===== src/rtl/idle_to_pkg.sv =====
package idle_to_pkg;
  localparam int unsigned DB_W   = 4;
  localparam int unsigned LEN_W  = DB_W + 1;
  localparam int unsigned DB_MIN = 5;
  localparam int unsigned DB_MAX = 9;

  // frame length minus one, i.e. index of the last bit in a character
  function automatic logic [LEN_W-1:0] last_bit_idx(input logic [DB_W-1:0] db,
                                                    input logic par,
                                                    input logic two_stop);
    logic [LEN_W-1:0] d;
    if (db < DB_W'(DB_MIN))      d = LEN_W'(DB_MIN);
    else if (db > DB_W'(DB_MAX)) d = LEN_W'(DB_MAX);
    else                         d = LEN_W'(db);
    return d + LEN_W'(par) + (two_stop ? LEN_W'(2) : LEN_W'(1));
  endfunction
endpackage


===== src/rtl/idle_frame_len.sv =====
module idle_frame_len
  import idle_to_pkg::*;
(
  input  logic [DB_W-1:0]  data_bits_i,
  input  logic             parity_en_i,
  input  logic             two_stop_i,
  output logic [LEN_W-1:0] last_idx_o
);
  always_comb last_idx_o = last_bit_idx(data_bits_i, parity_en_i, two_stop_i);
endmodule


===== src/rtl/idle_bit_timer.sv =====
module idle_bit_timer #(
  parameter int unsigned LEN_W = 5
) (
  input  logic             clk_i,
  input  logic             rst_ni,
  input  logic             restart_i,
  input  logic             run_i,
  input  logic             tick_i,
  input  logic             line_i,
  input  logic [LEN_W-1:0] last_idx_i,
  output logic             char_done_o
);
  logic [LEN_W-1:0] cnt_q;
  logic             at_end;

  // >= guards against a format change shrinking the frame mid count
  assign at_end      = (cnt_q >= last_idx_i);
  assign char_done_o = run_i & tick_i & line_i & at_end & ~restart_i;

  always_ff @(posedge clk_i or negedge rst_ni) begin
    if (!rst_ni)                cnt_q <= '0;
    else if (restart_i)         cnt_q <= '0;
    else if (run_i && tick_i) begin
      if (!line_i || at_end)    cnt_q <= '0;
      else                      cnt_q <= cnt_q + 1'b1;
    end
  end
endmodule


===== src/rtl/idle_char_count.sv =====
module idle_char_count #(
  parameter int unsigned CNT_W = 16
) (
  input  logic             clk_i,
  input  logic             rst_ni,
  input  logic             load_i,
  input  logic [CNT_W-1:0] limit_i,
  input  logic             step_i,
  output logic             armed_o,
  output logic             expire_o
);
  logic [CNT_W-1:0] left_q;
  logic             armed_q;
  logic             last;

  assign last     = (left_q == CNT_W'(1));
  assign armed_o  = armed_q;
  assign expire_o = step_i & armed_q & last;

  always_ff @(posedge clk_i or negedge rst_ni) begin
    if (!rst_ni) begin
      left_q  <= '0;
      armed_q <= 1'b0;
    end else if (load_i) begin
      left_q  <= limit_i;
      armed_q <= |limit_i;
    end else if (step_i && armed_q) begin
      left_q  <= left_q - 1'b1;
      if (last) armed_q <= 1'b0;
    end
  end
endmodule


===== src/rtl/idle_irq_status.sv =====
module idle_irq_status (
  input  logic clk_i,
  input  logic rst_ni,
  input  logic set_i,
  input  logic clr_i,
  input  logic mask_i,
  output logic irq_o
);
  logic pend_q;

  always_ff @(posedge clk_i or negedge rst_ni) begin
    if (!rst_ni) pend_q <= 1'b0;
    else         pend_q <= set_i | (pend_q & ~clr_i);
  end

  assign irq_o = pend_q & mask_i;
endmodule


===== src/rtl/uart_idle_timeout.sv =====
module uart_idle_timeout
  import idle_to_pkg::*;
#(
  parameter int unsigned LIMIT_W = 16
) (
  input  logic               clk_i,
  input  logic               rst_ni,
  input  logic               bit_tick_i,
  input  logic               rxd_i,
  input  logic               char_rx_i,
  input  logic [DB_W-1:0]    data_bits_i,
  input  logic               parity_en_i,
  input  logic               two_stop_i,
  input  logic [LIMIT_W-1:0] idle_limit_i,
  input  logic               irq_mask_i,
  input  logic               irq_clr_i,
  output logic               timeout_o,
  output logic               irq_o
);
  logic [LEN_W-1:0] last_idx;
  logic             armed, run, char_done, expire, timeout_q;

  assign run = armed & (|idle_limit_i);

  idle_frame_len u_len (
    .data_bits_i (data_bits_i),
    .parity_en_i (parity_en_i),
    .two_stop_i  (two_stop_i),
    .last_idx_o  (last_idx)
  );

  idle_bit_timer #(.LEN_W(LEN_W)) u_bits (
    .clk_i       (clk_i),
    .rst_ni      (rst_ni),
    .restart_i   (char_rx_i),
    .run_i       (run),
    .tick_i      (bit_tick_i),
    .line_i      (rxd_i),
    .last_idx_i  (last_idx),
    .char_done_o (char_done)
  );

  idle_char_count #(.CNT_W(LIMIT_W)) u_chars (
    .clk_i    (clk_i),
    .rst_ni   (rst_ni),
    .load_i   (char_rx_i),
    .limit_i  (idle_limit_i),
    .step_i   (char_done),
    .armed_o  (armed),
    .expire_o (expire)
  );

  always_ff @(posedge clk_i or negedge rst_ni) begin
    if (!rst_ni) timeout_q <= 1'b0;
    else         timeout_q <= expire;
  end
  assign timeout_o = timeout_q;

  idle_irq_status u_irq (
    .clk_i  (clk_i),
    .rst_ni (rst_ni),
    .set_i  (expire),
    .clr_i  (irq_clr_i),
    .mask_i (irq_mask_i),
    .irq_o  (irq_o)
  );
endmodule


===== config.mk =====
export PLATFORM = sky130hd
export DESIGN_NAME = uart_idle_timeout
export DESIGN_NICKNAME = d
export VERILOG_FILES = /design/src/rtl/idle_to_pkg.sv /design/src/rtl/idle_frame_len.sv /design/src/rtl/idle_bit_timer.sv /design/src/rtl/idle_char_count.sv /design/src/rtl/idle_irq_status.sv /design/src/rtl/uart_idle_timeout.sv
export SDC_FILE = /design/constraint.sdc
export NUM_CORES = 1
export LEC_CHECK = 0
export BUFFER_PORTS_ARGS = -buffer_cell sky130_fd_sc_hd__buf_2
export CORE_MARGIN = 10
export CORE_UTILIZATION = 45
export CTS_BUF_LIST = sky130_fd_sc_hd__clkbuf_16
export DETAILED_ROUTE_END_ITERATION = 12
export PLACE_DENSITY = 0.74
export SLEW_MARGIN = 20
export SYNTH_ARGS = -nofsm -noshare
export SYNTH_HDL_FRONTEND = slang
export SYNTH_SLANG_ARGS = --single-unit

===== constraint.sdc =====
create_clock -name clk_i -period 2.2 [get_ports clk_i]
set_input_delay 0.11 -clock clk_i [delete_from_list [all_inputs] [get_ports clk_i]]
set_output_delay 0.11 -clock clk_i [all_outputs]
set_load 0.01 [all_outputs]

; ---- Word-level counts from Yosys, hierarchy flattened
; Index checks and enable logic that the tools add are counted.
[classes]
addsub = 4
bitwise = 12
div = 0
order_cmp = 3
eq_ne = 1
n_reduce_logical = 9
n_shift = 0
n_mul = 0
mux = 11
[ops]
columns = operator, n
row1 = 2-to-1 mux 16 bit, 2
row2 = 2-to-1 mux 5 bit, 4
row3 = "== test 16 x 1 -> 1 bit, second input constant", 1
row4 = OR reduction 16 bit, 1
row5 = "subtractor 16 x 1 -> 16 bit, second input constant", 1
row6 = AND 1 bit, 9
row7 = nonzero test 2 bit, 3
row8 = adder 5 x 1 -> 5 bit, 1
row9 = "adder 5 x 1 -> 5 bit, second input constant", 1
row10 = adder 5 bit, 1
row11 = >= comparator 5 bit, 1
row12 = "greater-than comparator 4 bit, second input constant", 1
row13 = "< comparator 4 x 3 -> 1 bit, second input constant", 1
row14 = 2-to-1 mux 4 bit, 1
row15 = 2-to-1 mux 1 bit, 3
row16 = logical AND 1 bit, 2
row17 = 2-to-1 mux 2 bit, 1
row18 = inverter 1 bit, 2
row19 = AND reduction 2 bit, 1
row20 = zero test 1 bit, 1
row21 = logical OR 1 bit, 1
row22 = OR 1 bit, 1
[word_totals]
regBits = 24
ram_bits = 0
latch_bits = 0
input_bits = 29
word_cells = 45
n_memories = 0
romBits = 0

; ---- Logic depth before layout (Yosys ltp)
; Gate-level depths: netlist (run 1).
[logic_depth]
word_depth = 11
depth_mapped = 15
depth_no_buf = 13

; ---- Modules after synthesis
; From an unflattened synthesis (run 1), not the netlist that was laid out.
[unflattened]
cells_unflattened = 188
area_unflattened_um2 = 1690.4
[modules_own_cells]
columns = mod, area_per_inst_um2, instances, cells_each
row1 = idle_char_count, 1016.0, 1, 110
row2 = idle_bit_timer, 440.4, 1, 50
row3 = idle_frame_len, 128.9, 1, 17
row4 = uart_idle_timeout, 62.6, 1, 7
row5 = idle_irq_status, 42.5, 1, 4

; ---- Least setup slack after synthesis (run 1)
; Ideal clock, no wire load.
[synth_timing]
path_kind = input -> register
startpoint = in data_bits_i[1]
endpoint = reg u_bits.cnt_q[4]
setup_ns = 0.096
path_slack_ns = -1.040
arrival_time_ns = 3.144
path_stages = 14
path_buffers = 1
t_required_ns = 2.104
cell_sequence = nand2_1 nor2_1 a21oi_1 or2_2 fa_1 fa_1 xor2_1 ha_1 a21oi_1 o21ai_0 a31oi_1 clkbuf_1 nand3b_1 o31ai_1
[synth_via]
elab_chain_cells = 10
[synth_lines]
columns = item, line_no
row1 = from (decl), uart_idle_timeout.sv:11  ; input logic [DB_W-1:0] data_bits_i,
row2 = greater-than comparator 4 bit, idle_to_pkg.sv:13  ; else if (db > DB_W'(DB_MAX)) d = LEN_W'(DB_MAX);
row3 = 2-to-1 mux 4 bit, idle_to_pkg.sv:13
row4 = 2-to-1 mux 5 bit *, idle_to_pkg.sv:12  ; if (db < DB_W'(DB_MIN)) d = LEN_W'(DB_MIN);
row5 = adder 5 x 1 -> 5 bit *, idle_to_pkg.sv:15  ; return d + LEN_W'(par) + (two_stop ? LEN_W'(2) : LEN_W'(1));
row6 = adder 5 bit *, idle_to_pkg.sv:15
row7 = >= comparator 5 bit *, idle_bit_timer.sv:17  ; assign at_end = (cnt_q >= last_idx_i);
row8 = logical OR 1 bit *, idle_bit_timer.sv:24  ; if (!line_i || at_end) cnt_q <= '0;
row9 = 2-to-1 mux 5 bit *, idle_bit_timer.sv:24
row10 = 2-to-1 mux 5 bit *, idle_bit_timer.sv:23  ; else if (run_i && tick_i) begin
row11 = 2-to-1 mux 5 bit *, idle_bit_timer.sv:22  ; else if (restart_i) cnt_q <= '0;
row12 = to (signal assigned), idle_bit_timer.sv:25  ; else cnt_q <= cnt_q + 1'b1;
row13 = to (decl), idle_bit_timer.sv:13  ; logic [LEN_W-1:0] cnt_q;
; Mark *: on every way between the ends. The rest lies on a longest branch, timed or not. The select of a mux whose other input is x is not followed.
; A chain may end at the register's enable or synchronous reset.

; ---- Worst setup path in the final report (run 1)
[layout_timing]
startpoint = in data_bits_i[1]
endpoint = reg u_chars.left_q[15]
[layout_via]
elab_chain_cells = 10
[layout_lines]
columns = item, line_no
row1 = greater-than comparator 4 bit, idle_to_pkg.sv:13
row2 = 2-to-1 mux 4 bit, idle_to_pkg.sv:13
row3 = 2-to-1 mux 5 bit *, idle_to_pkg.sv:12
row4 = adder 5 x 1 -> 5 bit *, idle_to_pkg.sv:15
row5 = adder 5 bit *, idle_to_pkg.sv:15
row6 = >= comparator 5 bit *, idle_bit_timer.sv:17
row7 = AND 1 bit * (2 in a row), idle_bit_timer.sv:18  ; assign char_done_o = run_i & tick_i & line_i & at_end & ~restart_i;
row8 = logical AND 1 bit *, idle_char_count.sv:27  ; end else if (step_i && armed_q) begin
row9 = nonzero test 2 bit (no line) *, n/a
row10 = to (signal assigned), idle_char_count.sv:25  ; left_q <= limit_i;
row11 = to (signal assigned), idle_char_count.sv:28  ; left_q <= left_q - 1'b1;
row12 = to (decl), idle_char_count.sv:12  ; logic [CNT_W-1:0] left_q;
; Mark *: on every way between the ends. The rest lies on a longest branch, timed or not.

==> impl_metrics.tcl, run 1 <==
set metrics [dict create \
    drt_wl_total_mm 4.858 \
    pwr-share-comb_pct 22.5 \
    setup_viol 24 \
    syn_nets 232 \
    num-nets-final 283 \
    die_w_um 80.84 \
    setup_ws_ns -0.7019 \
    avgSynthCellArea_um2 8.674 \
    antenna_cells 0 \
    start_util_pct 46.18 \
    final_cell_mix "27 x buf_2, 24 x dfrtp_1, 15 x buf_4" \
    ctsHtreeMaxLevel 1 \
    crit_path_end_kind "register" \
    cpMaxStageDelayCell "or4_4" \
    grtUsageTotal_pct 14.97 \
    crit_fanout 7 \
    maxCapViolCount 0 \
    antenna_found_initial 0 \
    yosysSeqAreaShare_pct 36.06 \
    crit_family "adder cells" \
    ys.flop_type "dfrtp_1" \
    grt_pass1_vias 1771 \
    swShare_pct 28.10 \
    drv_slew 0 \
    drtAntennaViolNets 0 \
    clkLatencyLatePin_ns 0.26 \
    ys_async_sr_fraction_pct 100.0 \
    hp-class "in -> reg" \
    critPathMostFrequentCell "fa_2" \
    grt_overflow_total 0 \
    tritoncts "built" \
    layout-drive-gt1-share_pct 37.34 \
    grt_pass1_wl_mm 7.969 \
    clock.fmax_ghz 0.3446 \
    required_ns 2.37 \
    mostFrequentLayoutCell "buf_2" \
    vdd_drop_max_uv 321.7 \
    dpl.hpwl_mm 3.122 \
    start_kind "input pin" \
    drcViolationCount 0 \
    switchingPower_uw 327.1 \
    rsz0062_at_grt "yes" \
    crit_chain "buf_8, nand2_8, nor2_4, a21oi_2, or2_4, fa_2, fa_2, xor2_1, ha_1, nand2_2, o21ai_4, a31oi_4, buf_12, buf_4, or4_4, a31oi_1" \
    cts_made_buffers 3 \
    detail_route.first_pass.iterations 4 \
    p_int_uw 837.0 \
    max-slew-margin-rel_pct 63.19 \
    die_y_um 80.84 \
    p_seq_share_pct 43.7 \
    netlist_instances 192 \
    vias 1728 \
    die-area_um2 6534 \
    fin_crit_ns 2.902 \
    yosysUniqueCellTypes 44 \
    synth_edf_count 0 \
    postLayoutCoreUtil_pct 65.58 \
    num_rows 22 \
    power_density_nw_per_um2 492.3 \
    dp_slack_ns -0.9910 \
    wl_per_cell_um 16.81 \
    fin_hold_ws_ns 0.09824 \
    crit_buf_inv 3 \
    areaGrowthSynthToFinish_pct 42.00 \
    clock_power_share_pct 33.8 \
    critical_path_arrival_ns 3.07 \
    timing.final.crit_share_pct 131.9 \
    ys_seq_elements 24 \
    violations "negative setup slack" \
    coreArea_um2 3606 \
    max_stage_delay_ns 0.41 \
    clock_sinks 24 \
    clk_pin_slew_worst_paths_ns 0.06 \
    port_buffers 30 \
    drt_iter0_markers 134 \
    cts-root-buf "clkbuf_16" \
    synth_area_um2 1665 \
    final.setup_skew_ns 0.001144 \
    crit_type "in -> reg" \
    finalHoldViolations 0 \
    cts_buffer_depth 2 \
    yosys_warnings 0 \
    grt_max_degree 27 \
    vias_per_cell 5.979 \
    routabilityCongestion 0.7925 \
    status "finished with violations" \
    power.leakage_uw 0.0009701 \
    tightest_slew_ns 0.5522 \
    total_power_uw 1164 \
    pin_count 31 \
]
-- per-layer routing --
| metal | routed length, µm | global-route usage [%] |
|---|---|---|
| met5 | 0 | 0 |
| met2 | 2443 | 24.44 |
| met3 | 316 | 2.539 |
| met4 | 72 | 6.401 |
| met1 | 2025 | 19.05 |
-- flip-flops by register name, indices dropped and copies added (netlist names) --
signal,cells
timeout_o,1
u_bits.cnt_q,5
u_chars.armed_o,1
u_chars.left_q,16
u_irq.pend_q,1
-- power groups by stage --
stage | Combinational, µW | Sequential, µW | Clock, µW
6_report | 262 | 509 | 394
5_1_grt | 293 | 512 | 410
4_1_cts | 248 | 504 | 391
3_5_place_dp | 200 | 510 | 0
3_3_place_gp | 195 | 509 | 0
2_1_floorplan | 119 | 502 | 0
-- cells in the mapped netlist, types with 3 or more instances --
library cell | count | area share (%)
nand2b_1 | 5 | 1.9
nor3_1 | 7 | 2.1
ha_1 | 9 | 6.8
nor2_1 | 16 | 3.6
o31ai_1 | 8 | 3.6
nand3_1 | 7 | 2.1
nand2_1 | 16 | 3.6
o31a_1 | 3 | 1.6
inv_1 | 9 | 2.0
o21ai_0 | 7 | 2.1
clkbuf_1 | 8 | 1.8
o211ai_1 | 3 | 1.4
nor4_1 | 6 | 2.3
dfrtp_1 | 24 | 36
or4_1 | 9 | 4.1
or3_1 | 8 | 3.0
a31oi_1 | 13 | 4.9
-- kinds of logic (layout without fill, tap and decap cells) --
kind of cell               count (synthesis)  count (layout)  share of synthesized area (%)
AOI/OAI and AO/OA                         45              45                          18.56
xor gates and xnor gates                   1               1                         0.5260
adders and majority gates                 11              11                          9.166
buffers and inverters                     19              68                          4.357
DFF                                       24              24                          36.06
other                                      1               1                         0.2252
and+or+nand+nor                           91              91                          31.10
-- path summary, 6_finish.rpt --
kind,from,end,slack [ns],cells past startpoint
hold reg to reg,u_irq.pend_q,u_irq.pend_q,0.48,1
max in group asynchronous,rst_ni,u_chars.left_q[5],1.46,2
setup reg to reg,u_chars.left_q[9],u_chars.left_q[15],0.03,5
hold / removal,idle_limit_i[4],u_chars.left_q[4],0.1,3
min in group asynchronous,rst_ni,u_chars.left_q[10],0.37,2
setup / recovery,data_bits_i[1],u_chars.left_q[15],-0.70,16
-- cell type report --
cell class / instances / area (µm²)
inverter: 10 / 37.54
tap: 48 / 60.06
clock buffer: 3 / 75.07
multi-input combinational: 149 / 1170
fill: 297 / 1241
timing repair buffer: 55 / 421.7
sequential: 24 / 600.6
-- worst reg2reg max path, cell delays in order (launching register included) --
cell and delay (ns):
dfrtp_1 0.42, or4_4 0.58, nor4_2 0.24, nand2_1 0.15, or4_4 0.53, a31oi_1 0.16
-- per-stage QoR --
step                      area [µm²]  TNS (ns)  std cells
final                           2365    -13.91        289
after global routing            2365    -17.28        289
after CTS                       2318    -13.90        287
after detailed placement        2001    -20.55        275
after global placement          2001    -18.86        275
after floorplan                 1728    -14.14        192
-- repair_timing --
item	in CTS	in global routing
resized for setup	32	16
setup buffers	5	6
hold endpoints to repair	24	0
cloned	3	0
pin swaps	20	12
setup endpoints to repair	24	24
hold buffers	1	0
Note: power is estimated with default switching activity, not from simulation.
==> run 2, diff against run 1 <==
--- a/config.mk
+++ b/config.mk
@@ -5,12 +5,13 @@
 export SDC_FILE = /design/constraint.sdc
 export NUM_CORES = 1
 export LEC_CHECK = 0
+export ABC_AREA = 1
 export BUFFER_PORTS_ARGS = -buffer_cell sky130_fd_sc_hd__buf_2
 export CORE_MARGIN = 10
 export CORE_UTILIZATION = 45
 export CTS_BUF_LIST = sky130_fd_sc_hd__clkbuf_16
 export DETAILED_ROUTE_END_ITERATION = 12
-export PLACE_DENSITY = 0.74
+export PLACE_DENSITY = 0.73
 export SLEW_MARGIN = 20
 export SYNTH_ARGS = -nofsm -noshare
 export SYNTH_HDL_FRONTEND = slang
==> impl_metrics.tcl, run 2 <==
set metrics [dict create \
    hp-class "in -> reg" \
    ys.flop_type "dfrtp_1" \
    num_rows 24 \
    mostFrequentLayoutCell "nand2_1" \
    drv_slew 0 \
    cts_made_buffers 3 \
    clk_pin_slew_worst_paths_ns 0.07 \
    vias_per_cell 4.975 \
    setup_viol 24 \
    drt_wl_total_mm 5.000 \
    rsz0062_at_grt "yes" \
    die_w_um 86.53 \
    drtAntennaViolNets 0 \
    start_kind "input pin" \
    detail_route.first_pass.iterations 4 \
    grt_pass1_vias 2028 \
    finalHoldViolations 0 \
    routabilityCongestion 0.8670 \
    final_area_um2 2536 \
    power.leakage_uw 0.001358 \
    setup_ws_ns -0.2454 \
    crit_path_end_kind "register" \
    clkLatencyLatePin_ns 0.26 \
    synth_edf_count 0 \
    grt_max_degree 25 \
    largest_reg_flops 16 \
    pwr-share-comb_pct 27.0 \
    swShare_pct 31.93 \
    ys_top_cells_by_area "dfrtp_1 30%, nand2_1 23%, nand3_1 9.3%, nor2_1 6.6%, inv_1 6.0%" \
    areaGrowthSynthToFinish_pct 27.32 \
    coreArea_um2 4324 \
    cts-root-buf "clkbuf_16" \
    port_buffers 30 \
    fin_crit_ns 2.445 \
    place_area_um2 2265 \
    num-nets-final 393 \
    vias 2010 \
    ctsHtreeMaxLevel 1 \
    yosysSeqAreaShare_pct 30.15 \
    die_y_um 86.53 \
    synth_area_leader_cell "dfrtp_1" \
    tightest_slew_ns 0.5450 \
    syn_nets 353 \
    avgSynthCellArea_um2 6.364 \
    drcViolationCount 0 \
    final_cell_mix "122 x nand2_1, 32 x nor2_1, 30 x inv_1" \
    ys_seq_elements 24 \
    ys_async_sr_fraction_pct 100.0 \
    yosysMostFrequentCell "nand2_1" \
    required_ns 2.35 \
    synth_common_cells "123 x nand2_1, 37 x nand3_1, 35 x nor2_1" \
    antenna_found_initial 0 \
    finalNonFillerCells 404 \
    drt_iter0_markers 111 \
    dpl.hpwl_mm 3.679 \
    synth_area_um2 1992 \
    power_density_nw_per_um2 580.9 \
    nFillCells 435 \
    netlist_instances 313 \
    crit_fanout 7 \
    clock.fmax_ghz 0.4089 \
    max-slew-margin-rel_pct 63.67 \
    p_seq_share_pct 37.1 \
    synth_top_area_share_pct 30.15 \
    yosysUniqueCellTypes 30 \
    clock_power_share_pct 35.9 \
    vdd_drop_max_uv 348.8 \
    antenna_cells 0 \
    tritoncts "built" \
    clock_sinks 24 \
    grtUsageTotal_pct 14.19 \
    cts_buffer_depth 2 \
    top_register "u_chars.left_q" \
    die-area_um2 7487 \
    switchingPower_uw 470.5 \
    wl_per_cell_um 12.38 \
    crit_type "in -> reg" \
    final.setup_skew_ns 0.006497 \
    grt_overflow_total 0 \
    grt_pass1_wl_mm 8.873 \
    violations "negative setup slack" \
    pin_count 31 \
    start_util_pct 46.06 \
    reg.largest.list "u_chars.left_q: 16 flops, u_bits.cnt_q: 5 flops" \
    fin_hold_ws_ns 0.002239 \
    timing.final.crit_share_pct 111.2 \
    place_inst 395 \
    critical_path_arrival_ns 2.60 \
    maxCapViolCount 0 \
    yosys_warnings 0 \
    layout-drive-gt1-share_pct 21.59 \
    status "finished with violations" \
    p_int_uw 1003 \
]
==> run 2: final timing paths <==
path / startpoint / end / slack (ns) / depth (start not counted)
worst min register to register: u_irq.pend_q / u_irq.pend_q / 0.52 / 2
max in group asynchronous: rst_ni / u_chars.armed_o / 1.47 / 2
worst min-delay path: irq_clr_i / u_irq.pend_q / 0.002 / 2
worst max-delay path: data_bits_i[2] / u_chars.left_q[11] / -0.25 / 16
min in group asynchronous: rst_ni / u_chars.left_q[7] / 0.36 / 2
worst max register to register: u_bits.cnt_q[4] / u_chars.left_q[11] / 0.45 / 11
==> run 2: what timing repair did <==
| item | CTS | global route |
|---|---|---|
| endpoints found under the setup margin | 24 | 24 |
| buffers inserted | 2 | 0 |
| hold buffers | 1 | 0 |
| gates cloned | 2 | 0 |
| pin swaps | 9 | 0 |
| endpoints found under the hold margin | 24 | 0 |
| gates resized for setup | 19 | 0 |
==> run 2: area by class of cell <==
type | count | area (µm²) | share of cell area [%]
clock inverter | 1 | 30.03 | 1.184
multi-input combinational | 250 | 1346 | 53.08
tap | 52 | 65.06 | 2.565
clock buffer | 3 | 75.07 | 2.960
timing repair buffer | 41 | 292.8 | 11.54
sequential | 24 | 600.6 | 23.68
inverter | 33 | 126.4 | 4.983
==> run 2: cell families (layout without fill, tap and decap cells) <==
group | count (synthesis) | after routing | share of synthesized area [%]
AND/OR/NAND/NOR | 213 | 214 | 45.85
buffers and inverters | 40 | 78 | 8.354
flip-flops | 24 | 24 | 30.15
AO/OA/AOI/OAI | 19 | 19 | 5.591
adder cells (fa/ha/maj) | 11 | 11 | 7.663
XOR/XNOR | 5 | 5 | 2.198
other | 1 | 1 | 0.1883
==> run 2: layer usage <==
| layer | up-vias | routed length [µm] | GRT usage, % |
|---|---|---|---|
| met2 | 49 | 2229 | 22.82 |
| met4 | 0 | 94 | 5.302 |
| met3 | 7 | 298 | 2.720 |
| met1 | 889 | 2378 | 18.31 |
| met5 | - | 0 | 0 |
| li1 | 1065 | - | - |
==> run 2: stage by stage <==
step	utilization (%)	TNS [ns]	power, µW	worst slack [ns]
floorplan	-	-5.804	807.3	-0.3314
global route	58.65	-8.523	1574	-0.3879
detailed placement	52.37	-12.60	916.9	-0.5861
global placement	52.37	-10.45	907.3	-0.4836
CTS	58.65	-4.932	1483	-0.2435
finish	58.65	-5.020	1473	-0.2454
==> run 2: power by group through the flow <==
stage / sequential [µW] / combinational, µW / clock (µW)
2_1_floorplan: 534 / 273 / 0
3_3_place_gp: 547 / 360 / 0
3_5_place_dp: 549 / 368 / 0
4_1_cts: 545 / 397 / 541
5_1_grt: 554 / 466 / 555
6_report: 546 / 398 / 529
==> run 2: critical path: stages <==
cell      delay, ns
buf_6          0.09
or2_4          0.24
nor2_2         0.07
o21bai_1       0.09
fa_2           0.36
fa_2           0.35
xor2_1         0.17
ha_1           0.29
nand2_1        0.09
nor2_4         0.13
nor2_4         0.05
nor2_4         0.15
nand2_8        0.12
buf_12         0.18
nand3_1        0.06
nand2_1        0.06
